[src/rtl/i2c_bm_pkg.sv]
`timescale 1ns/1ps
package i2c_bm_pkg;

  typedef enum logic [2:0] {
    CMD_NONE      = 3'd0,
    CMD_START     = 3'd1,
    CMD_RESTART   = 3'd2,
    CMD_WRITE     = 3'd3,
    CMD_READ_ACK  = 3'd4,
    CMD_READ_NACK = 3'd5,
    CMD_STOP      = 3'd6
  } cmd_e;

  typedef enum logic [3:0] {
    S_FREE, S_HELD,
    S_RS_REL, S_ST_SETUP, S_ST_HOLD, S_ST_LOW,
    S_SP_LOW, S_SP_HIGH, S_SP_REL,
    S_BT_SETUP, S_BT_LOW, S_BT_HIGH
  } state_e;

  // Length of one clock half in system cycles; zero is treated as one.
  function automatic int unsigned phase_cycles(input int unsigned div);
    return (div == 0) ? 1 : div;
  endfunction

  // Whether the master pulls the data line low for the current bit.
  function automatic logic bit_pull_low(input logic data_phase, input logic is_read,
                                        input logic tx_msb, input logic ack_drive);
    if (data_phase) return !is_read && !tx_msb;
    return is_read && ack_drive;
  endfunction

endpackage

[src/rtl/i2c_bm_phase_timer.sv]
`timescale 1ns/1ps
module i2c_bm_phase_timer
  import i2c_bm_pkg::*;
#(
  parameter int DIV_W = 16
) (
  input  logic             clk,
  input  logic             rst_n,
  input  logic             run,
  input  logic [DIV_W-1:0] half_div,
  output logic             expire
);
  logic [DIV_W-1:0] cnt;
  logic [DIV_W-1:0] last_cnt;

  assign last_cnt = DIV_W'(phase_cycles(32'(half_div)) - 32'd1);
  assign expire   = run && (cnt == last_cnt);

  // Counter clears whenever the phase is not running, so a stalled
  // high phase restarts its count from the first cycle the line is high.
  always_ff @(posedge clk or negedge rst_n) begin
    if (!rst_n)               cnt <= '0;
    else if (!run || expire)  cnt <= '0;
    else                      cnt <= cnt + 1'b1;
  end
endmodule

[src/rtl/i2c_bm_byte_shifter.sv]
`timescale 1ns/1ps
module i2c_bm_byte_shifter
  import i2c_bm_pkg::*;
#(
  parameter int BITS = 8
) (
  input  logic            clk,
  input  logic            rst_n,
  input  logic            load,
  input  logic            is_read_in,
  input  logic            ack_drive_in,
  input  logic [BITS-1:0] tx_in,
  input  logic            step,
  input  logic            sample,
  output logic            pull_low,
  output logic            last_bit,
  output logic [BITS-1:0] rx_byte
);
  localparam int IDX_W = $clog2(BITS + 1);

  logic [BITS-1:0]  tx_q;
  logic [IDX_W-1:0] idx_q;
  logic             is_read_q;
  logic             ack_drive_q;

  assign last_bit = (idx_q == IDX_W'(BITS));
  assign pull_low = bit_pull_low(!last_bit, is_read_q, tx_q[BITS-1], ack_drive_q);

  always_ff @(posedge clk or negedge rst_n) begin
    if (!rst_n) begin
      tx_q        <= '0;
      rx_byte     <= '0;
      idx_q       <= '0;
      is_read_q   <= 1'b0;
      ack_drive_q <= 1'b0;
    end else if (load) begin
      tx_q        <= tx_in;
      idx_q       <= '0;
      is_read_q   <= is_read_in;
      ack_drive_q <= ack_drive_in;
      if (is_read_in) rx_byte <= '0;
    end else if (step && !last_bit) begin
      tx_q  <= {tx_q[BITS-2:0], 1'b0};
      idx_q <= idx_q + 1'b1;
      if (is_read_q) rx_byte <= {rx_byte[BITS-2:0], sample};
    end
  end
endmodule

[src/rtl/i2c_bus_master.sv]
`timescale 1ns/1ps
module i2c_bus_master
  import i2c_bm_pkg::*;
#(
  parameter int DIV_W  = 16,
  parameter int BYTE_W = 8
) (
  input  logic              clk,
  input  logic              rst_n,
  input  logic              cmd_valid,
  input  logic [2:0]        cmd_op,
  input  logic [BYTE_W-1:0] cmd_wdata,
  input  logic [DIV_W-1:0]  half_div,
  output logic              busy,
  output logic              done,
  output logic [BYTE_W-1:0] rd_data,
  output logic              ack_bit,
  output logic              nack_flag,
  output logic              scl_oe,
  output logic              sda_oe,
  input  logic              scl_in,
  input  logic              sda_in
);
  state_e state;
  cmd_e   op;
  logic   wr_op;

  // Named internal events, also observed by the bound checker.
  logic bus_free, idle_state, accept, high_wait, timed, tmr_run, tmr_expire;
  logic framing, byte_active, byte_op;
  logic sh_load, sh_step, sh_pull, sh_last;

  assign op          = cmd_e'(cmd_op);
  assign bus_free    = (state == S_FREE);
  assign idle_state  = (state == S_FREE) || (state == S_HELD);
  assign busy        = !idle_state;
  assign accept      = cmd_valid && idle_state && !done;
  assign byte_op     = (op == CMD_WRITE) || (op == CMD_READ_ACK) || (op == CMD_READ_NACK);
  assign high_wait   = (state == S_ST_SETUP) || (state == S_SP_HIGH) || (state == S_BT_HIGH);
  assign timed       = high_wait || (state == S_RS_REL) || (state == S_ST_HOLD) ||
                       (state == S_ST_LOW) || (state == S_SP_LOW) || (state == S_SP_REL) ||
                       (state == S_BT_LOW);
  assign tmr_run     = timed && (!high_wait || scl_in);
  assign framing     = (state == S_ST_HOLD) || (state == S_SP_REL);
  assign byte_active = (state == S_BT_SETUP) || (state == S_BT_LOW) || (state == S_BT_HIGH);
  assign sh_load     = accept && (state == S_HELD) && byte_op && !nack_flag;
  assign sh_step     = (state == S_BT_HIGH) && tmr_expire;

  i2c_bm_phase_timer #(.DIV_W(DIV_W)) u_timer (
    .clk      (clk),
    .rst_n    (rst_n),
    .run      (tmr_run),
    .half_div (half_div),
    .expire   (tmr_expire)
  );

  i2c_bm_byte_shifter #(.BITS(BYTE_W)) u_shift (
    .clk          (clk),
    .rst_n        (rst_n),
    .load         (sh_load),
    .is_read_in   (op != CMD_WRITE),
    .ack_drive_in (op == CMD_READ_ACK),
    .tx_in        (cmd_wdata),
    .step         (sh_step),
    .sample       (sda_in),
    .pull_low     (sh_pull),
    .last_bit     (sh_last),
    .rx_byte      (rd_data)
  );

  always_ff @(posedge clk or negedge rst_n) begin
    if (!rst_n) begin
      state     <= S_FREE;
      scl_oe    <= 1'b0;
      sda_oe    <= 1'b0;
      done      <= 1'b0;
      ack_bit   <= 1'b0;
      nack_flag <= 1'b0;
      wr_op     <= 1'b0;
    end else begin
      done <= 1'b0;
      unique case (state)
        S_FREE: if (accept) begin
          if (op == CMD_START || op == CMD_RESTART) state <= S_ST_SETUP;
          else                                      done  <= 1'b1;
        end
        S_HELD: if (accept) begin
          if (op == CMD_START || op == CMD_RESTART) begin
            sda_oe    <= 1'b0;
            nack_flag <= 1'b0;
            state     <= S_RS_REL;
          end else if (op == CMD_STOP) begin
            sda_oe    <= 1'b1;
            nack_flag <= 1'b0;
            state     <= S_SP_LOW;
          end else if (byte_op && !nack_flag) begin
            wr_op <= (op == CMD_WRITE);
            state <= S_BT_SETUP;
          end else begin
            done <= 1'b1;
          end
        end
        S_RS_REL:   if (tmr_expire) begin scl_oe <= 1'b0; state <= S_ST_SETUP; end
        S_ST_SETUP: if (tmr_expire) begin sda_oe <= 1'b1; state <= S_ST_HOLD;  end
        S_ST_HOLD:  if (tmr_expire) begin scl_oe <= 1'b1; state <= S_ST_LOW;   end
        S_ST_LOW:   if (tmr_expire) begin done   <= 1'b1; state <= S_HELD;     end
        S_SP_LOW:   if (tmr_expire) begin scl_oe <= 1'b0; state <= S_SP_HIGH;  end
        S_SP_HIGH:  if (tmr_expire) begin sda_oe <= 1'b0; state <= S_SP_REL;   end
        S_SP_REL:   if (tmr_expire) begin done   <= 1'b1; state <= S_FREE;     end
        S_BT_SETUP: begin sda_oe <= sh_pull; state <= S_BT_LOW; end
        S_BT_LOW:   if (tmr_expire) begin scl_oe <= 1'b0; state <= S_BT_HIGH; end
        S_BT_HIGH:  if (tmr_expire) begin
          scl_oe <= 1'b1;
          if (sh_last) begin
            ack_bit <= sda_in;
            if (wr_op && sda_in) nack_flag <= 1'b1;
            done  <= 1'b1;
            state <= S_HELD;
          end else begin
            state <= S_BT_SETUP;
          end
        end
        default: state <= S_FREE;
      endcase
    end
  end
endmodule

[config.mk]
export PLATFORM = sky130hd
export DESIGN_NAME = i2c_bus_master
export DESIGN_NICKNAME = d
export VERILOG_FILES = /design/src/rtl/i2c_bm_pkg.sv /design/src/rtl/i2c_bm_phase_timer.sv /design/src/rtl/i2c_bm_byte_shifter.sv /design/src/rtl/i2c_bus_master.sv
export SDC_FILE = /design/constraint.sdc
export NUM_CORES = 1
export LEC_CHECK = 0
export BUFFER_PORTS_ARGS = -buffer_cell sky130_fd_sc_hd__clkbuf_2
export CAP_MARGIN = 25
export CORE_MARGIN = 4
export CORE_UTILIZATION = 35
export DETAILED_ROUTE_END_ITERATION = 12
export PLACE_DENSITY = 0.55
export SYNTH_ARGS = -nofsm -noshare
export SYNTH_HDL_FRONTEND = slang
export SYNTH_HIERARCHICAL = 1
export SYNTH_SLANG_ARGS = --single-unit
[constraint.sdc]
create_clock -name clk -period 3.3 [get_ports clk]
set_clock_uncertainty 0.15 [all_clocks]
set_input_delay 0 -clock clk [delete_from_list [all_inputs] [get_ports clk]]
set_output_delay 0 -clock clk [all_outputs]
set_load 0.02 [all_outputs]
# After elaboration in Yosys (flattened, before gate mapping)
# Index checks and enable logic that the tools add are counted.
# word_totals
reg_bits,48
word_cells,161
output_inout_bits,14
inputBits,32
# classes
addsub,3
n_eq_ne,39
bitwise_logic,2
n_reduce_logical,52
n_mux,52
# ops
cell,n
$mux W4,18
$mux W8,6
$pmux W4 S12,1
$mux W16,2
$mux W1,21
$eq A4 B4 Y1 const B,5
$ne A2 B2 Y1 const B,10
$add A16 B1 Y16 const B,1
$eq A16 B16 Y1,1
$eq A4 B3 Y1 const B,4
$logic_not A16 Y1,1
$sub A16 B1 Y16 const B,1
$logic_or A1 B1 Y1,14
$ne A2 B1 Y1 const B,7
$logic_and A1 B1 Y1,13
$reduce_and A13 Y1,1
$reduce_and A5 Y1,2
$eq A3 B3 Y1 const B,3
$reduce_and A3 Y1,3
$eq A4 B2 Y1 const B,2
$logic_not A1 Y1,8
$pmux W1 S4,2
$reduce_bool A2 Y1,4
$eq A3 B2 Y1 const B,2
other kinds (13),16

# Depth between registers and ports, before layout
# logic_depth
ltp_word,15
mapped_depth,16

# Hierarchy
# The synthesis kept the hierarchy.
# modules_own_cells
module,area_per_inst_um2,instances,cells_per_inst
i2c_bm_phase_timer,1520.2,1,193
i2c_bm_byte_shifter,1151.1,1,113
i2c_bus_master,845.8,1,95

# Least setup slack after synthesis
# Ideal clock, no wire load.
# synth_path
path_type,input port to flip-flop
from,in half_div[1]
to,reg u_shift.rx_byte[2]
n_path_buf,2
arrival_ps,3459
slack_ps,-435
cell_stages,15
cell_sequence,or4_4 nor2_1 a21oi_1 ha_1 nor3b_1 and4_1 or3_1 a41o_1 nand2_1 and4_1 and3_1 buf_2 clkbuf_1 a21oi_1 a221o_1
# synth_between
elab_chain_len,9
# synth_rtl
element,line,text
"start, declared",i2c_bus_master.sv:13,"input logic [DIV_W-1:0] half_div,"
$logic_not A16 Y1,i2c_bm_pkg.sv:23,return (div == 0) ? 1 : div;
$mux W16 (*),i2c_bm_pkg.sv:23,
$sub A16 B1 Y16 (*),i2c_bm_phase_timer.sv:16,assign last_cnt = DIV_W'(phase_cycles(32'(half_div)) - 32'd1);
$eq A16 B16 Y1 (*),i2c_bm_phase_timer.sv:17,assign expire = run && (cnt == last_cnt);
$logic_and A1 B1 Y1 (*),i2c_bm_phase_timer.sv:17,
via tmr_expire,i2c_bus_master.sv:29,"logic bus_free, idle_state, accept, high_wait, timed, tmr_run, tmr_expire;"
$logic_and A1 B1 Y1 (*),i2c_bus_master.sv:47,assign sh_step = (state == S_BT_HIGH) && tmr_expire;
via sh_step,i2c_bus_master.sv:31,"logic sh_load, sh_step, sh_pull, sh_last;"
$logic_and A1 B1 Y1 (*),i2c_bm_byte_shifter.sv:42,end else if (step && !last_bit) begin
$reduce_bool A2 Y1 (no source line) (*),n/a,
$reduce_and A3 Y1 (no source line) (*),n/a,
"end signal, assigned",i2c_bm_byte_shifter.sv:45,"if (is_read_q) rx_byte <= {rx_byte[BITS-2:0], sample};"
"end, declared",i2c_bm_byte_shifter.sv:17,output logic [BITS-1:0] rx_byte
# The timed path passes the listed nets; every way through them passes the cells marked *.
# A chain may end at the register's enable or synchronous reset.

# Worst setup path in the final report
# layout_path
from,in half_div[1]
to,reg state[1]
# layout_between
elab_chain_len,7
# layout_rtl
element,line,text
$logic_not A16 Y1,i2c_bm_pkg.sv:23,
$mux W16 (*),i2c_bm_pkg.sv:23,
$sub A16 B1 Y16 (*),i2c_bm_phase_timer.sv:16,
$eq A16 B16 Y1 (*),i2c_bm_phase_timer.sv:17,
$logic_and A1 B1 Y1 (*),i2c_bm_phase_timer.sv:17,
via tmr_expire,i2c_bus_master.sv:29,
$ne A2 B2 Y1 (no source line),n/a,
$reduce_and A13 Y1 (no source line) (*),n/a,
"end signal, assigned",i2c_bus_master.sv:73,state <= S_FREE;
"end signal, assigned",i2c_bus_master.sv:84,if (op == CMD_START || op == CMD_RESTART) state <= S_ST_SETUP;
"end signal, assigned",i2c_bus_master.sv:91,state <= S_RS_REL;
"end, declared",i2c_bus_master.sv:24,state_e state;
# Marked as above.

==> results.txt <==
Syn avg cell area - 8.77 um^2
WHS - 21.0 ps
First-pass GRT wire length - 15400 um
Crit path kind - input port to register
# rows - 36
Final Util - 45.7%
Num CTS Buffers - 5
Synth top area share - 34.2%
RD Place Congestion - 0.854
Status - finished, final reports clean
Least-Margin Pin Slew - 709 ps
CTS root buf - clkbuf_8
H-Tree Depth - 2
DRC errors left - 0
IO Pins - 46
Fill cells - 987
Layout cell share with drive strength beyond 1 - 26.9%
Max VDD drop - 0.267 mV
Register cell area after layout - 1200 um^2
Drt via density - 5.34
Initial antenna violation count - 0
Worst EP required - 3350 ps
Ys Warns - 6
Synth cell types - 69
Area leader, netlist - dfrtp_1
Type of destination of the critical path - register
Most used DFF post-synth - dfrtp_1
Crit share post-route - 92.1%
Unrepaired setup endpoints after global routing - no
Power density over cell area - 533 nW/um^2
Synth Register Bits - 48
Async set or reset register ratio after synthesis - 100%
Die X - 108 um
Vias in the first global route - 3221
PortBufs - 45
Worst Path Max Fanout - 7
Fmax - 329 MHz
Max Used Layer - met4
Setup crit start kind - input port
1st-iter DRT viols - 163
Final hold vios - 0
DP HPWL - 6950 um
Crit path DAT - 3090 ps
Nets - 525
Largest net degree at the start of global routing - 33
Worst slack at placement - -213 ps
Mapped Area - 3520 um^2
Setup violators final - 0
Area growth syn-to-layout - 27.1%
Clk_lat worst skew - 300 ps
Final worst setup slack - 262 ps
Leakage - 0.00194 uW
Clock Tree Buf Depth - 2
Largest cells by area after synthesis - dfrtp_1 34%, a21oi_1 5.7%, xnor2_1 5.0%
WL/cell - 14.9 um
GRT Overall Usage - 16.2%
Number of flops mapped to enable cells by yosys - 0
Area of the multi-input gates - 2200 um^2
Wire length on met1 - 4270 um
Min cycle time layout - 3040 ps
ANT cells - 0
Vias post-DR - 3328
Hold Path Class - input port to asynchronous set/reset pin
Syn Inst Count - 401
Clk sinks - 48
Relative max-transition margin - 51.4%
Synthesized Nets - 437
Remaining global-route overflow - 0
Metal2 WL - 4520 um
Core Region - 9770 um^2
Post-synth top cells - 48 x dfrtp_1, 40 x a21oi_1, 34 x nand2_1
Cell with the most instances after synthesis - dfrtp_1
Post-CTS Setup Repair Bufs - 0
Die area - 11700 um^2
Pwr Total - 2380 uW
CTS tree - yes
Initial Util - 36.0%
Clock slew at reported path FFs - 100 ps
ANT nets after route - 0
Die H - 108 um
First-pass DRT Iterations - 4
Post-Route WL - 9270 um
Max-cap violation count - 0
Fin. max-slew vios - 0
Metal3 WL - 422 um
Seq/Total Area, Yosys - 34.2%
[per-stage QoR]
stage | instance area [um^2] | std cells | setup TNS (ps)
2_1_floorplan | 3560 | 401 | 0
3_5_place_dp | 4220 | 605 | -4230
4_1_cts | 4460 | 623 | 0
5_1_grt | 4470 | 623 | 0
3_3_place_gp | 4220 | 605 | -348
6_report | 4470 | 623 | 0
[state kept, by name, summed over array words and instances (netlist names)]
| name | cells |
|---|---|
| ack_bit | 1 |
| u_shift/is_read_q | 1 |
| state | 4 |
| nack_flag | 1 |
| wr_op | 1 |
| u_shift/tx_q | 8 |
| u_shift/ack_drive_q | 1 |
| done | 1 |
| u_timer/cnt | 16 |
| sda_oe | 1 |
| scl_oe | 1 |
| u_shift/idx_q | 4 |
| u_shift/rx_byte | 8 |
[logic make-up after synthesis]
| family | share of synthesized area (%) |
|---|---|
| adder cells (fa/ha/maj) | 1.42 |
| multiplexers | 3.09 |
| flip-flops | 34.2 |
| XOR/XNOR | 7.97 |
| AO/OA/AOI/OAI | 22.6 |
| buffers and inverters | 4.91 |
| AND/OR/NAND/NOR | 25.8 |
[report_power, final]
| group | switching (uW) | internal [uW] |
|---|---|---|
| Combinational | 524 | 483 |
| Clock | 214 | 305 |
| Sequential | 143 | 712 |
[cells in the final DEF (no fill, tap or decap), types with 13 or more instances in the layout]
cell type and n:
nand2b_1 18, nand2_1 34, inv_1 13, clkbuf_2 45
o21ai_0 14, dfrtp_1 48, xnor2_1 20, nor2_1 24
buf_4 46, a21oi_1 40
[layer usage]
metal / vias to the layer above / global-route usage (%)
met5: - / 0
met4: 0 / 3.70
met3: 4 / 2.57
met2: 78 / 26.7
met1: 1599 / 22.3
li1: 1647 / -
[final timing paths]
| check | start | depth (start not counted) | slack [ps] | endpoint |
|---|---|---|---|---|
| max in group asynchronous | rst_n | 3 | 2190 | u_timer/cnt[9] |
| max | half_div[1] | 16 | 260 | state[1] |
| min | rst_n | 2 | 20 | u_shift/rx_byte[7] |
| min reg2reg | ack_bit | 1 | 370 | ack_bit |
| min in group clk | cmd_op[0] | 3 | 40 | u_shift/ack_drive_q |
| max reg2reg | u_timer/cnt[13] | 11 | 430 | state[1] |
[layout make-up]
cell class / instances / area share, %
clock buffer: 5 / 1.54
clock inverter: 3 / 1.54
inverter: 15 / 1.26
multi-input combinational: 316 / 49.2
sequential: 48 / 26.9
tap: 133 / 3.72
timing repair buffer: 103 / 15.9
[repair_timing]
item                                    CTS  global route
endpoints found under the setup margin    0            26
hold buffers                             10             0
hold endpoints to repair                 27             0
resized for setup                         0             2
[critical path, cell delays in order]
cell      delay, ps
clkbuf_2         90
or4_4           550
nor2_4          120
a21oi_1          90
ha_2            190
nor3b_2         190
and4_1          240
or3_1           310
a41o_1          200
nand2_1          60
and4_4          260
a21oi_1          60
o31ai_2          80
o311ai_4        140
nand2b_4        180
mux2_4          300
Power figures use the tool's default switching activity.
